`src/rtl/ide_dec_pkg.sv`:
```
package ide_dec_pkg;

    // Size codes presented by the host
    localparam logic [1:0] SZ_BYTE = 2'd0;
    localparam logic [1:0] SZ_HALF = 2'd1;
    localparam logic [1:0] SZ_WORD = 2'd2;

    // Outcome of decoding one host access
    typedef enum logic [2:0] {
        ACC_REJECT = 3'd0,
        ACC_TASKF  = 3'd1,
        ACC_DP16   = 3'd2,
        ACC_DP32   = 3'd3,
        ACC_CTRL   = 3'd4
    } acc_kind_e;

    // Number of byte lanes touched by a size code (reserved code counts as full width)
    function automatic logic [2:0] size_lanes(input logic [1:0] sz);
        case (sz)
            SZ_BYTE: size_lanes = 3'd1;
            SZ_HALF: size_lanes = 3'd2;
            default: size_lanes = 3'd4;
        endcase
    endfunction

endpackage

```
`src/rtl/ide_acc_classify.sv`:
```
module ide_acc_classify
    import ide_dec_pkg::*;
#(
    parameter int OFF_W    = 3,
    parameter int CTRL_OFF = 2
) (
    input  logic             ctrl_sel,
    input  logic [OFF_W-1:0] off,
    input  logic [1:0]       size,
    output acc_kind_e        kind
);
    localparam logic [OFF_W-1:0] CTRL_HIT = OFF_W'(CTRL_OFF);
    localparam logic [OFF_W-1:0] ZERO_OFF = '0;

    always_comb begin
        kind = ACC_REJECT;
        if (ctrl_sel) begin
            // control block: a single byte at one offset only
            if (size == SZ_BYTE && off == CTRL_HIT) begin
                kind = ACC_CTRL;
            end
        end else begin
            case (size)
                SZ_BYTE: kind = ACC_TASKF;
                SZ_HALF: kind = (off == ZERO_OFF) ? ACC_DP16 : ACC_REJECT;
                SZ_WORD: kind = (off == ZERO_OFF) ? ACC_DP32 : ACC_REJECT;
                default: kind = ACC_REJECT;
            endcase
        end
    end
endmodule

```
`src/rtl/ide_rdata_sel.sv`:
```
module ide_rdata_sel
    import ide_dec_pkg::*;
#(
    parameter int DW = 32
) (
    input  logic          tf_hit,
    input  logic          dp16_hit,
    input  logic          dp32_hit,
    input  logic          alt_hit,
    input  logic [1:0]    size,
    input  logic [7:0]    tf_data,
    input  logic [15:0]   dp16_data,
    input  logic [DW-1:0] dp32_data,
    input  logic [7:0]    alt_data,
    output logic [DW-1:0] rdata
);
    localparam int NLANE = DW / 8;

    logic [DW-1:0] ones_fill;
    logic [2:0]    lanes;

    assign lanes = size_lanes(size);

    // all-ones response covering only the lanes of the access width
    for (genvar g = 0; g < NLANE; g++) begin : g_lane
        assign ones_fill[g*8 +: 8] = (3'(g) < lanes) ? 8'hFF : 8'h00;
    end

    always_comb begin
        if (tf_hit) begin
            rdata = DW'(tf_data);
        end else if (dp16_hit) begin
            rdata = DW'(dp16_data);
        end else if (dp32_hit) begin
            rdata = dp32_data;
        end else if (alt_hit) begin
            rdata = DW'(alt_data);
        end else begin
            rdata = ones_fill;
        end
    end
endmodule

```
`src/rtl/ide_port_decoder.sv`:
```
module ide_port_decoder
    import ide_dec_pkg::*;
#(
    parameter int OFF_W    = 3,
    parameter int CTRL_OFF = 2,
    parameter int DW       = 32
) (
    input  logic             clk,
    input  logic             rst_n,
    input  logic             host_rd,
    input  logic             host_wr,
    input  logic             host_ctrl_sel,
    input  logic [OFF_W-1:0] host_off,
    input  logic [1:0]       host_size,
    input  logic [DW-1:0]    host_wdata,
    output logic [DW-1:0]    host_rdata,
    output logic             host_rvalid,
    output logic             tf_rd,
    output logic             tf_wr,
    output logic [OFF_W-1:0] tf_addr,
    output logic [DW-1:0]    drv_wdata,
    input  logic [7:0]       tf_rdata,
    output logic             dp16_rd,
    output logic             dp16_wr,
    input  logic [15:0]      dp16_rdata,
    output logic             dp32_rd,
    output logic             dp32_wr,
    input  logic [DW-1:0]    dp32_rdata,
    output logic             devctl_wr,
    output logic             altstat_rd,
    input  logic [7:0]       altstat_rdata
);
    typedef struct packed {
        logic             tf_rd;
        logic             tf_wr;
        logic             dp16_rd;
        logic             dp16_wr;
        logic             dp32_rd;
        logic             dp32_wr;
        logic             dev_wr;
        logic             alt_rd;
        logic [OFF_W-1:0] addr;
        logic [DW-1:0]    wdata;
        logic             rd_pend;
        logic [1:0]       size;
        logic             rvalid;
        logic [DW-1:0]    rdata;
    } dec_state_t;

    dec_state_t st_d, st_q;
    acc_kind_e  kind;
    logic       rd_req, wr_req;
    logic [DW-1:0] sel_rdata;

    // read wins if both are raised; the host is expected never to do so
    assign rd_req = host_rd;
    assign wr_req = host_wr & ~host_rd;

    ide_acc_classify #(
        .OFF_W    (OFF_W),
        .CTRL_OFF (CTRL_OFF)
    ) u_classify (
        .ctrl_sel (host_ctrl_sel),
        .off      (host_off),
        .size     (host_size),
        .kind     (kind)
    );

    ide_rdata_sel #(
        .DW (DW)
    ) u_rdata (
        .tf_hit    (st_q.tf_rd),
        .dp16_hit  (st_q.dp16_rd),
        .dp32_hit  (st_q.dp32_rd),
        .alt_hit   (st_q.alt_rd),
        .size      (st_q.size),
        .tf_data   (tf_rdata),
        .dp16_data (dp16_rdata),
        .dp32_data (dp32_rdata),
        .alt_data  (altstat_rdata),
        .rdata     (sel_rdata)
    );

    always_comb begin
        st_d = st_q;
        // stage one: strobes live for one cycle only
        st_d.tf_rd   = rd_req && kind == ACC_TASKF;
        st_d.tf_wr   = wr_req && kind == ACC_TASKF;
        st_d.dp16_rd = rd_req && kind == ACC_DP16;
        st_d.dp16_wr = wr_req && kind == ACC_DP16;
        st_d.dp32_rd = rd_req && kind == ACC_DP32;
        st_d.dp32_wr = wr_req && kind == ACC_DP32;
        st_d.dev_wr  = wr_req && kind == ACC_CTRL;
        st_d.alt_rd  = rd_req && kind == ACC_CTRL;
        st_d.rd_pend = rd_req;
        if (rd_req || wr_req) begin
            st_d.addr = host_off;
            st_d.size = host_size;
        end
        if (wr_req) begin
            st_d.wdata = host_wdata;
        end
        // stage two: return read data one cycle after the strobe
        st_d.rvalid = st_q.rd_pend;
        if (st_q.rd_pend) begin
            st_d.rdata = sel_rdata;
        end
    end

    always_ff @(posedge clk) begin
        if (!rst_n) begin
            st_q <= '0;
        end else begin
            st_q <= st_d;
        end
    end

    assign tf_rd       = st_q.tf_rd;
    assign tf_wr       = st_q.tf_wr;
    assign tf_addr     = st_q.addr;
    assign drv_wdata   = st_q.wdata;
    assign dp16_rd     = st_q.dp16_rd;
    assign dp16_wr     = st_q.dp16_wr;
    assign dp32_rd     = st_q.dp32_rd;
    assign dp32_wr     = st_q.dp32_wr;
    assign devctl_wr   = st_q.dev_wr;
    assign altstat_rd  = st_q.alt_rd;
    assign host_rvalid = st_q.rvalid;
    assign host_rdata  = st_q.rdata;

    // ---------------- assertions ----------------
    logic [7:0] strobes;
    assign strobes = {tf_rd, tf_wr, dp16_rd, dp16_wr, dp32_rd, dp32_wr, devctl_wr, altstat_rd};

    a_r8_one_strobe: assert property (@(posedge clk) disable iff (!rst_n)
        $onehot0(strobes));

    a_r8_strobe_needs_req: assert property (@(posedge clk) disable iff (!rst_n)
        (strobes != 8'h00) |-> $past(host_rd || host_wr));

    a_r9_rvalid_latency: assert property (@(posedge clk) disable iff (!rst_n)
        host_rd |=> ##1 host_rvalid);

    a_r9_rvalid_from_read: assert property (@(posedge clk) disable iff (!rst_n)
        host_rvalid |-> $past(host_rd, 2));

    a_r4_wide_offset_drop: assert property (@(posedge clk) disable iff (!rst_n)
        ((host_rd || host_wr) && !host_ctrl_sel && host_size != SZ_BYTE && host_off != '0)
        |=> strobes == 8'h00);

    a_r6_ctrl_drop: assert property (@(posedge clk) disable iff (!rst_n)
        ((host_rd || host_wr) && host_ctrl_sel &&
         !(host_size == SZ_BYTE && host_off == OFF_W'(CTRL_OFF)))
        |=> strobes == 8'h00);

    a_r1_taskfile_index: assert property (@(posedge clk) disable iff (!rst_n)
        (tf_rd || tf_wr) |-> tf_addr == $past(host_off));

endmodule

```
`config.mk`:
```
export PLATFORM = sky130hd
export DESIGN_NAME = ide_port_decoder
export DESIGN_NICKNAME = d
export VERILOG_FILES = /design/src/rtl/ide_dec_pkg.sv /design/src/rtl/ide_acc_classify.sv /design/src/rtl/ide_rdata_sel.sv /design/src/rtl/ide_port_decoder.sv
export SDC_FILE = /design/constraint.sdc
export NUM_CORES = 1
export LEC_CHECK = 0
export ABC_AREA = 1
export BUFFER_PORTS_ARGS = -buffer_cell sky130_fd_sc_hd__buf_2
export CORE_MARGIN = 5
export CORE_UTILIZATION = 42
export DETAILED_ROUTE_END_ITERATION = 8
export PLACE_DENSITY = 0.87
export SLEW_MARGIN = 10
export SYNTH_ARGS = -nofsm -noshare
export SYNTH_HDL_FRONTEND = slang
export SYNTH_SLANG_ARGS = --single-unit
```
`constraint.sdc`:
```
create_clock -name clk -period 1.4 [get_ports clk]
set_clock_uncertainty 0.05 [all_clocks]
set_input_delay 0.28 -clock clk [delete_from_list [all_inputs] [get_ports clk]]
set_output_delay 0.28 -clock clk [all_outputs]
set_load 0.005 [all_outputs]
```
Word level (Yosys, flattened, before mapping)
Cells that the tools add are included.
{"block": "word_totals", "elab_cells": 55, "register_bits": 79, "output_inout_bits": 76}
{"block": "op_classes", "reduce_logical": 13, "order_cmp": 4, "eq_ne": 8, "bitwise_logic": 2, "mux": 14}
{"op": "two-way mux 32 bit", "count": 4}
{"op": "two-way mux 8 bit", "count": 4}
{"op": "== test 3 x 2 -> 1 bit, second input constant", "count": 3}
{"op": "logical AND 1 bit", "count": 9}
{"op": "one-hot mux 3 bit (3 select lines)", "count": 1}
{"op": "< comparator 1 x 3 -> 1 bit, first input constant", "count": 2}
{"op": "< comparator 2 x 3 -> 1 bit, first input constant", "count": 2}
{"op": "two-way mux 3 bit", "count": 2}
{"op": "one-hot mux 3 bit (2 select lines)", "count": 1}
{"op": "== test 2 x 1 -> 1 bit, second input constant", "count": 2}
{"op": "zero test 2 bit", "count": 2}
{"op": "two-way mux 2 bit", "count": 2}
{"op": "== test 3 x 1 -> 1 bit, second input constant", "count": 1}
{"op": "== test 3 bit, second input constant", "count": 1}
{"op": "zero test 3 bit", "count": 1}
{"op": "== test 2 bit, second input constant", "count": 1}
{"op": "bitwise AND 1 bit", "count": 1}
{"op": "logical OR 1 bit", "count": 1}
{"op": "NOT 1 bit", "count": 1}

Logic depth before layout (Yosys ltp)
Gate-level depths: netlist of the first run.
{"block": "depth", "word_depth": 8, "ltp_mapped": 8, "mapped_depth_nobuf": 8}

By module
A second synthesis of the first run with hierarchy kept.
{"block": "hier_totals", "hier_cells": 625, "hier_area_um2": 4194.0}
{"mod": "ide_port_decoder", "n_inst": 1, "cells_per_inst": 476, "area_each_um2": 3468.3, "seq_area_each_um2": 1581.5}
{"mod": "ide_rdata_sel", "n_inst": 1, "cells_per_inst": 134, "area_each_um2": 656.9, "seq_area_each_um2": 0.0}
{"mod": "ide_acc_classify", "n_inst": 1, "cells_per_inst": 15, "area_each_um2": 68.8, "seq_area_each_um2": 0.0}

Worst setup path before layout of the first run
No wires, ideal clock.
{"block": "synth_path", "path_type": "register to register", "start": "reg st_q[34] (netlist bit)", "end": "reg st_q (netlist bit host_rdata[21])", "stages_incl_launch_ff": 8, "t_arrival_ns": 1.352, "synth_period_minus_slack_ns": 1.534, "path_slack_ns": -0.134, "path_buffers": 0, "cell_sequence": "dfxtp_1 or2_2 ha_1 nor2_1 nor2_1 nor2_8 o21ai_1 a21oi_1"}
{"block": "synth_between", "elab_chain_len": 8, "elab_cells_between_ends": 9, "classes_between": "1 x order compare; 1 x eq/ne; 6 x mux; 1 x reduce/logical"}
{"element": "start, declared", "line": "ide_port_decoder.sv:50", "rtl": "dec_state_t st_d, st_q;"}
{"element": "start signal, assigned", "line": "ide_port_decoder.sv:114", "rtl": "st_q <= st_d;"}
{"element": "== test 2 x 1 -> 1 bit / zero test 2 bit (equally long branches)", "line": "ide_dec_pkg.sv:19", "rtl": "case (sz)"}
{"element": "one-hot mux 3 bit (2 select lines) (*)", "line": "ide_dec_pkg.sv:19"}
{"element": "< comparator 2 x 3 -> 1 bit (*)", "line": "ide_rdata_sel.sv:26", "rtl": "assign ones_fill[g*8 +: 8] = (3'(g) < lanes) ? 8'hFF : 8'h00;"}
{"element": "two-way mux 8 bit (*)", "line": "ide_rdata_sel.sv:26"}
{"element": "two-way mux 32 bit (*)", "line": "ide_rdata_sel.sv:36", "rtl": "end else if (alt_hit) begin"}
{"element": "two-way mux 32 bit (*)", "line": "ide_rdata_sel.sv:34", "rtl": "end else if (dp32_hit) begin"}
{"element": "two-way mux 32 bit (*)", "line": "ide_rdata_sel.sv:32", "rtl": "end else if (dp16_hit) begin"}
{"element": "two-way mux 32 bit (*)", "line": "ide_rdata_sel.sv:30", "rtl": "if (tf_hit) begin"}
Mark *: on every way between the ends. The rest lies on a longest branch, timed or not.
A chain may end at the register's enable or synchronous reset.

Final worst setup path of the first run
{"block": "layout_path", "start": "reg st_q[33] (netlist bit)", "end": "reg st_q (netlist bit host_rdata[21])"}
The elaborated chain is that of the path after synthesis.

==> metrics, run 1 <==
remaining antenna violation count=0; # port buffers=181; initial antenna violation count=0; die area=between 0.01 and 0.015 mm^2; Worst Reg2Reg Path Length in Cells=7; kind of capture point of the worst setup path=flip-flop; I/O pin cnt=182; final setup TNS=-0.0782 ns; average wire per cell in the routed design=14.0 um; Placed Cells=718; residual overflow from global routing=0; Post-Synthesis Net Count=610; average vias per placed instance=approximately 4.8; clock net sink count=79; final std cell area, no fill=0.00458 mm^2; die outline height=104 um; VDD IR-drop max=0.668 mV; arrival time of data at the critical path endpoint=approximately 1.7 ns; combined global-route utilization of all metal layers=18.2%; Hold/Removal Path Class=in2reg; failing checks=setup timing; Worst Setup Path Type=reg2reg; reg-to-reg critical path startpoint=st_q[33]; Seq cells post-synth=79; site row count=34; number of distinct library cells after synthesis=26; cell-by-cell listing of the critical path=or2_4 -> ha_4 -> nor2_4 -> nor2_4 -> nor2_8 -> o21ai_2 -> a21oi_1; Final min period=1.42 ns; via count of the first global-routing pass=3411; worst path setup slack after routing=-0.0244 ns; number of remaining DRC errors=0; final-layout worst hold slack=0.105 ns; weighted congestion at the end of routability-driven global placement=slightly below 0.9; Worst Hold Path Cells=3; number of non-filler instances in the completed layout=734; total wire length=10.2 mm; pre-CTS worst setup slack=-0.0643 ns; antenna fix cells=0; hold wc startpoint=host_wdata[28]; power density normalized to cell area=1090 mW/mm^2; library cell used as clock root buffer=clkbuf_8; number of setup violations in the final report=6; Worst-Margin Slew=0.291 ns; post-synthesis sequential area ratio=42.7%; unrepaired setup endpoints after global routing=yes; worst slew margin relative to its limit=80.6%; power consumption=5.00 mW; die width=104 um; synthesized cell area=0.00370 mm^2; Syn Inst Count=503; share of final-layout standard cells stronger than drive strength 1=38.8%; post-route fraction of the period consumed by the critical path=102%; worst min-delay path endpoint=drv_wdata[28]; first-pass GRT wire length=roughly 16 mm; clock latency at the later pin of the worst-skew pair=roughly 0.34 ns; Finished Core Util=53.0%; Slew Limit Fails=0; Worst R2R Setup Slack=-0.02 ns; via count=between 3000 and 4000; starting density of the core=42.9%; cell seen most often among critical-path stages=nor2_4; maximum fanout along the worst path=8; cell area after placement=0.00433 mm^2; area added between synthesis and finish=23.6%; post-layout net count=728; area of the core=0.00864 mm^2; required time at the worst-slack endpoint=1.62 ns; highest clock frequency the design can meet=702 MHz; final HPWL from detailed placement=7.84 mm; Lkg Pwr=2.34 nW; clock slew at reported path FFs=0.08 ns; CTS Buf Count=9; end of the worst register-to-register path=host_rdata[21]; maximum number of pins on one net before global-route repair=33; slowest stage delay, CP=0.32 ns; count of final hold-check violations=0; CTS H-tree depth=3; synth warn=0; count of max-cap constraint violations=0; # fillers=826; status=complete, but fails checks; Starting DRT DRC Count=between 100 and 150; total iterations of the first detailed-routing run=4; number of buffers on the longest clock path=2; CP max stage cell=dfxtp_2; clock tree from TritonCTS=built; mean area per synthesized cell=7.36 um^2; post-CTS setup buffer count=0; crit start category=flip-flop
logic make-up (layout without fill, tap and decap cells):
kind of cell	count (synthesis)	after routing	synth area share (%)
compound gates	101	101	14.4
fa+ha+maj	1	1	0.338
buf+inv	107	230	18.1
flops	79	79	42.7
simple gates	215	215	24.4
synth_stat cells:
| cell | n | area (um^2) |
|---|---|---|
| a21oi_1 | 34 | 170 |
| buf_1 | 4 | 15.0 |
| buf_2 | 5 | 25.0 |
| buf_4 | 69 | 518 |
| clkbuf_1 | 10 | 37.5 |
| clkbuf_2 | 1 | 5.00 |
| dfxtp_1 | 79 | 1580 |
| ha_1 | 1 | 12.5 |
| inv_1 | 14 | 52.6 |
| inv_2 | 3 | 11.3 |
| inv_4 | 1 | 6.26 |
| nand2_1 | 73 | 274 |
| nand2_2 | 2 | 12.5 |
| nand3_1 | 7 | 35.0 |
| nand4_1 | 3 | 18.8 |
| nor2_1 | 115 | 432 |
| nor2_2 | 1 | 6.26 |
| nor2_8 | 3 | 60.1 |
| nor3_1 | 2 | 10.0 |
| o211a_1 | 3 | 30.0 |
| o21ai_0 | 43 | 215 |
| o21ai_1 | 17 | 85.1 |
| o221ai_1 | 3 | 26.3 |
| o22ai_1 | 1 | 6.26 |
| or2_0 | 1 | 6.26 |
| or2_2 | 8 | 50.1 |
worst max-delay path, delay by kind of cell (launching register included):
kind | cells | cell delay (ns)
fa+ha+maj | 1 | 0.22
compound gates | 2 | 0.22
flops | 1 | 0.32
simple gates | 4 | 0.55
state kept, by name, indices dropped and copies added (netlist names), 2 cells and up:
register    flops
drv_wdata      32
host_rdata     32
st_q            2
tf_addr         3
cell type report:
cell class	count	area, um^2	area share [%]
flip-flops and latches	79	1590	34.7
clock inverters	6	85.1	1.86
inverters	18	70.1	1.53
repair buffers	196	1060	23.2
multi-input cells	317	1510	33.1
well taps	108	135	2.95
clock buffers	10	128	2.79
layer usage:
layer	wire, um	track usage, %
met1	4190	21.8
met2	4700	29.6
met3	1240	7.95
met5	0	0
met4	122	5.46
cell usage in the layout (no fill, tap or decap), drive strengths merged:
master	n
nand2	75
nor3	2
or2	9
bufinv	2
o21ai	60
ha	1
clkinv	2
o221ai	3
nand4	3
o211a	3
a21oi	34
dfxtp	79
clkinvlp	2
nor2	119
nand3	7
o22ai	1
clkbuf	10
inv	18
buf	196
report_power, final:
group / internal (mW) / switching, mW / total, mW
Combinational: 0.349 / 0.378 / 0.726
Clock: 0.999 / 0.835 / 1.83
Sequential: 2.38 / 0.0641 / 2.44
how the worst max path moves through the flow:
stage | slack [ns] | depth (start not counted) | start | end
finish | -0.02 | 7 | st_q[33] | host_rdata[21]
global route | -0.11 | 7 | st_q[33] | host_rdata[18]
global placement | -0.007 | 7 | st_q[33] | host_rdata[22]
CTS | -0.05 | 7 | st_q[33] | host_rdata[21]
floorplan | 0.02 | 7 | st_q[33] | host_rdata[22]
detailed placement | -0.06 | 7 | st_q[33] | host_rdata[21]
timing repair:
item | 4_1_cts | 5_1_grt
resized for setup | 2 | 9
endpoints found under the setup margin | 9 | 19
pin swaps | 5 | 5
hold buffers | 0 | 0
(Power assumes the default switching activity.)
==> inputs of run 2 (changes only) <==
- REMOVE_ABC_BUFFERS: unset -> 1
- SLEW_MARGIN: 10 -> unset
==> metrics, run 2 (synthesis gave the netlist of run 1 again) <==
hold wc startpoint=host_wdata[29]; most frequent standard cell in the layout excluding fill and tap cells=buf_2; average wire per cell in the routed design=13.7 um; worst slew margin relative to its limit=80.5%; maximum number of pins on one net before global-route repair=34; CP max stage cell=dfxtp_2; number of buffers on the longest clock path=2; clock tree from TritonCTS=built; unrepaired setup endpoints after global routing=yes; number of remaining DRC errors=0; antenna fix cells=0; share of final-layout standard cells stronger than drive strength 1=between 30% and 40%; Worst Setup Path Type=reg2reg; VDD IR-drop max=roughly 0.50 mV; cell seen most often among critical-path stages=nor2_4; highest clock frequency the design can meet=roughly 700 MHz; die outline height=104 um; failing checks=setup timing; cell family with the largest share of critical-path delay=simple AND/OR/NAND/NOR gates; Slew Limit Fails=0; remaining antenna violation count=0; clock latency at the later pin of the worst-skew pair=0.34 ns; commonest cells after routing, fill and taps aside=buf_2, nor2_1, dfxtp_1, nand2_1, o21ai_0; maximum fanout along the worst path=8; Worst Reg2Reg Path Length in Cells=7; worst path buffer plus inverter count=0; initial antenna violation count=0; slowest stage delay, CP=between 0.3 and 0.4 ns; post-CTS setup buffer count=0; final std cell area, no fill=0.00456 mm^2; total wire length=10.1 mm; crit start category=flip-flop; # fillers=around 800; number of setup violations in the final report=5; multi-input combinational cell area=0.00152 mm^2; # port buffers=between 150 and 200; clock net sink count=79; die width=104 um; CTS H-tree depth=3; average vias per placed instance=slightly below 5; starting density of the core=between 40% and 50%; worst path setup slack after routing=-0.0325 ns; total iterations of the first detailed-routing run=4; pre-CTS worst setup slack=-0.211 ns; die area=0.0108 mm^2; Lkg Pwr=2.32 nW; required time at the worst-slack endpoint=1.61 ns; status=complete, but fails checks; via count of the first global-routing pass=3547; Worst Hold Path Cells=3; reg-to-reg critical path startpoint=st_q[33]; Placed Cells=between 700 and 800; count of final hold-check violations=0; Sequential Area=0.00159 mm^2; Finished Core Util=52.8%; post-layout net count=729; end of the worst register-to-register path=host_rdata[23]; site row count=34; Hold/Removal Path Class=in2reg; Hold-fix buffers, CTS=0; post-route fraction of the period consumed by the critical path=102%; area of the core=0.00864 mm^2; worst min-delay path endpoint=drv_wdata[29]; Final min period=1.43 ns; kind of capture point of the worst setup path=flip-flop; Starting DRT DRC Count=116; library cell used as clock root buffer=clkbuf_8; residual overflow from global routing=0; area added between synthesis and finish=23.1%; weighted congestion at the end of routability-driven global placement=between 0.8 and 0.9; cell-by-cell listing of the critical path=or2_4 -> ha_4 -> nor2_4 -> nor2_4 -> nor2_8 -> o21ai_1 -> a21oi_1; number of non-filler instances in the completed layout=734; Worst-Margin Slew=0.292 ns; count of max-cap constraint violations=0; I/O pin cnt=182; Worst R2R Setup Slack=-0.03 ns; combined global-route utilization of all metal layers=18.0%; arrival time of data at the critical path endpoint=1.64 ns; cell area after placement=approximately 0.0043 mm^2; clock slew at reported path FFs=0.09 ns; via count=3589; first-pass GRT wire length=between 15 and 20 mm; final HPWL from detailed placement=7.72 mm; power density normalized to cell area=roughly 1100 mW/mm^2; CTS Buf Count=9
==> run 2: worst max-delay path by stage <==
stage,start,endpoint,slack (ns),cells after the start
after global placement,st_q[34],host_rdata[21],-0.18,7
after floorplan,host_wr,drv_wdata[0],-0.33,5
final,st_q[33],host_rdata[23],-0.03,7
after CTS,st_q[33],host_rdata[23],-0.04,7
after global routing,st_q[33],host_rdata[16],-0.11,7
after detailed placement,st_q[34],host_rdata[19],-0.21,7
==> run 2: layer usage <==
| metal | wire length (um) | track usage, % |
|---|---|---|
| met5 | 0 | 0 |
| met4 | 110 | 5.09 |
| met3 | 1120 | 7.76 |
| met2 | 4920 | 31.3 |
| met1 | 3910 | 20.0 |
==> run 2: area by class of cell <==
type / count / area share [%]
inverter: 18 / 1.67
multi-input combinational: 317 / 33.3
tap: 108 / 2.97
sequential: 79 / 34.9
timing repair buffer: 197 / 23.1
clock buffer: 9 / 2.72
clock inverter: 6 / 1.37
==> run 2: through the flow <==
step / hold WS, ns / power [mW] / TNS [ns]
3_5_place_dp: 0.405 / 3.19 / -2.46
4_1_cts: 0.0897 / 4.84 / -0.0795
3_3_place_gp: 0.398 / 3.16 / -1.43
6_report: 0.104 / 4.80 / -0.0686
2_1_floorplan: 0.328 / 2.78 / -12.90
5_1_grt: 0.0924 / 5.06 / -1.11
==> run 2: repair_timing <==
item	CTS	global route
gates resized for setup	12	12
pin swaps	5	5
setup endpoints to repair	25	32
==> run 2: power by group <==
| group | total, mW | switching, mW | internal [mW] | leakage [nW] |
|---|---|---|---|---|
| Sequential | 2.44 | 0.0656 | 2.38 | 0.651 |
| Clock | 1.63 | 0.820 | 0.807 | 0.0871 |
| Combinational | 0.730 | 0.377 | 0.353 | 1.58 |
| Total | 4.80 | 1.26 | 3.54 | 2.32 |
==> run 2: worst min-delay path: stages <==
cell,delay (ns)
buf_2,0.08
nor2_1,0.03
nor2_1,0.08
==> inputs of run 3 (changes only) <==
- CORE_ASPECT_RATIO: unset -> 0.6
==> metrics, run 3 (synthesis gave the netlist of run 1 again) <==
status=complete, but fails checks; failing checks=setup timing; cell area after placement=~0.0043 mm^2; VDD IR-drop max=0.831 mV; Lkg Pwr=between 2 and 2.5 nW; average wire per cell in the routed design=approximately 14 um; die width=131 um; worst slew margin relative to its limit=69.9%; kind of capture point of the worst setup path=flip-flop; power spent charging and discharging nets=1.38 mW; number of remaining DRC errors=0; Worst-Margin Slew=~0.45 ns; area of the core=0.00856 mm^2; die area=0.0109 mm^2; Clock power frac=around 47%; residual overflow from global routing=0; relative contribution of combinational cells to total power=12.4%; commonest cells after routing, fill and taps aside=buf_2, nor2_1, dfxtp_1, nand2_1, o21ai_0; cell-internal power=4.67 mW; # fillers=774; count of final hold-check violations=0; share of total power consumed by net switching=22.8%; starting density of the core=43.3%; final HPWL from detailed placement=~8 mm; Worst Setup Path Type=reg2reg; required time at the worst-slack endpoint=1.61 ns; weighted congestion at the end of routability-driven global placement=0.827; crit start category=flip-flop; library cell used as clock root buffer=clkbuf_16; slowest stage delay, CP=about 0.32 ns; final std cell area, no fill=0.00478 mm^2; via count=approximately 3600; antenna fix cells=0; final-layout worst hold slack=0.118 ns; total wire length=10.5 mm; Starting DRT DRC Count=169; cell-by-cell listing of the critical path=or2_4 -> ha_4 -> nor2_4 -> nor2_4 -> nor2_8 -> o21ai_1 -> a21oi_1; CP max stage cell=dfxtp_2; Finished Core Util=a little under three fifths; site row count=26; cell seen most often among critical-path stages=nor2_4; most frequent standard cell in the layout excluding fill and tap cells=buf_2; arrival time of data at the critical path endpoint=between 1.5 and 2 ns; area added between synthesis and finish=29.1%; post-route fraction of the period consumed by the critical path=105%; CTS Buf Count=9; Hold/Removal Path Class=in2reg; Final min period=1.47 ns; maximum number of pins on one net before global-route repair=34; number of setup violations in the final report=16; count of max-cap constraint violations=0; power density normalized to cell area=roughly 1300 mW/mm^2; maximum fanout along the worst path=8; Slew Limit Fails=0; highest clock frequency the design can meet=682 MHz; combined global-route utilization of all metal layers=18.6%; sequential fraction of design power=40.4%; worst path setup slack after routing=-0.0658 ns; unrepaired setup endpoints after global routing=yes; average vias per placed instance=4.85; total iterations of the first detailed-routing run=4; clock slew at reported path FFs=0.06 ns; first-pass GRT wire length=16.4 mm; remaining antenna violation count=0; die outline height=82.7 um; I/O pin cnt=182; via count of the first global-routing pass=3438; clock latency at the later pin of the worst-skew pair=0.33 ns; share of final-layout standard cells stronger than drive strength 1=39.8%; number of buffers on the longest clock path=2; clock net sink count=79; clock tree from TritonCTS=built; # port buffers=181; post-layout net count=730; CTS H-tree depth=3; initial antenna violation count=0
## run 3: cell count changes in the layout (fill, tap and decap cells not counted), sizes merged
cell	previous run	this run
inv	17	19
clkinv	2	0
clkinvlp	4	2
buf	197	198
bufinv	1	4
## run 3: metrics by stage
step | power (mW) | setup slack (ns) | cells | TNS (ns)
after floorplan | 2.78 | -0.326 | 414 | -12.90
after global placement | 3.16 | -0.158 | 722 | -1.25
after detailed placement | 3.20 | -0.228 | 722 | -1.95
after CTS | 6.11 | -0.0844 | 739 | -0.559
after global routing | 6.33 | -0.121 | 740 | -1.36
final | 6.05 | -0.0658 | 740 | -0.507
## run 3: repair_timing
item,4_1_cts,5_1_grt
cloned,0,0
setup endpoints to repair,20,32
pin swaps,5,8
resized for setup,14,14
hold buffers,0,0
setup buffers,1,1
## run 3: final cells by class
class                   instances  area (um^2)  area share [%]
clock buffers                   9          225            4.71
clock inverters                 7          144            3.01
inverters                      18         75.1            1.57
multi-input cells             317         1520            31.7
flip-flops and latches         79         1590            33.3
well taps                     112          140            2.93
repair buffers                198         1090            22.8
## run 3: power by group through the flow
stage	clock, mW	sequential (mW)	combinational [mW]
global route	3.04	2.46	0.836
global placement	0	2.48	0.683
detailed placement	0	2.49	0.710
CTS	2.92	2.44	0.742
floorplan	0	2.50	0.278
finish	2.85	2.44	0.753
## run 3: layer usage
metal / part of all wire [%] / vias up / track usage, %
met4: 1.3 / 0 / 6.33
met2: 50 / 138 / 32.6
met1: 42 / 1650 / 21.7
li1: - / 1787 / -
met3: 7.4 / 14 / 6.48
met5: 0 / - / 0
## run 3: critical path: cells and delay by family (launching register included)
kind / cells / cell delay, ns
adders and majority gates: 1 / 0.22
and+or+nand+nor: 4 / 0.57
DFF: 1 / 0.32
AOI/OAI and AO/OA: 2 / 0.23
## run 3: worst paths after layout
check,endpoint,start,slack [ns],depth (start not counted)
min reg2reg,host_rdata[15],host_rdata[15],0.41,2
max,host_rdata[22],st_q[34],-0.07,7
min,drv_wdata[7],host_wdata[7],0.12,3
max reg2reg,host_rdata[22],st_q[34],-0.07,7
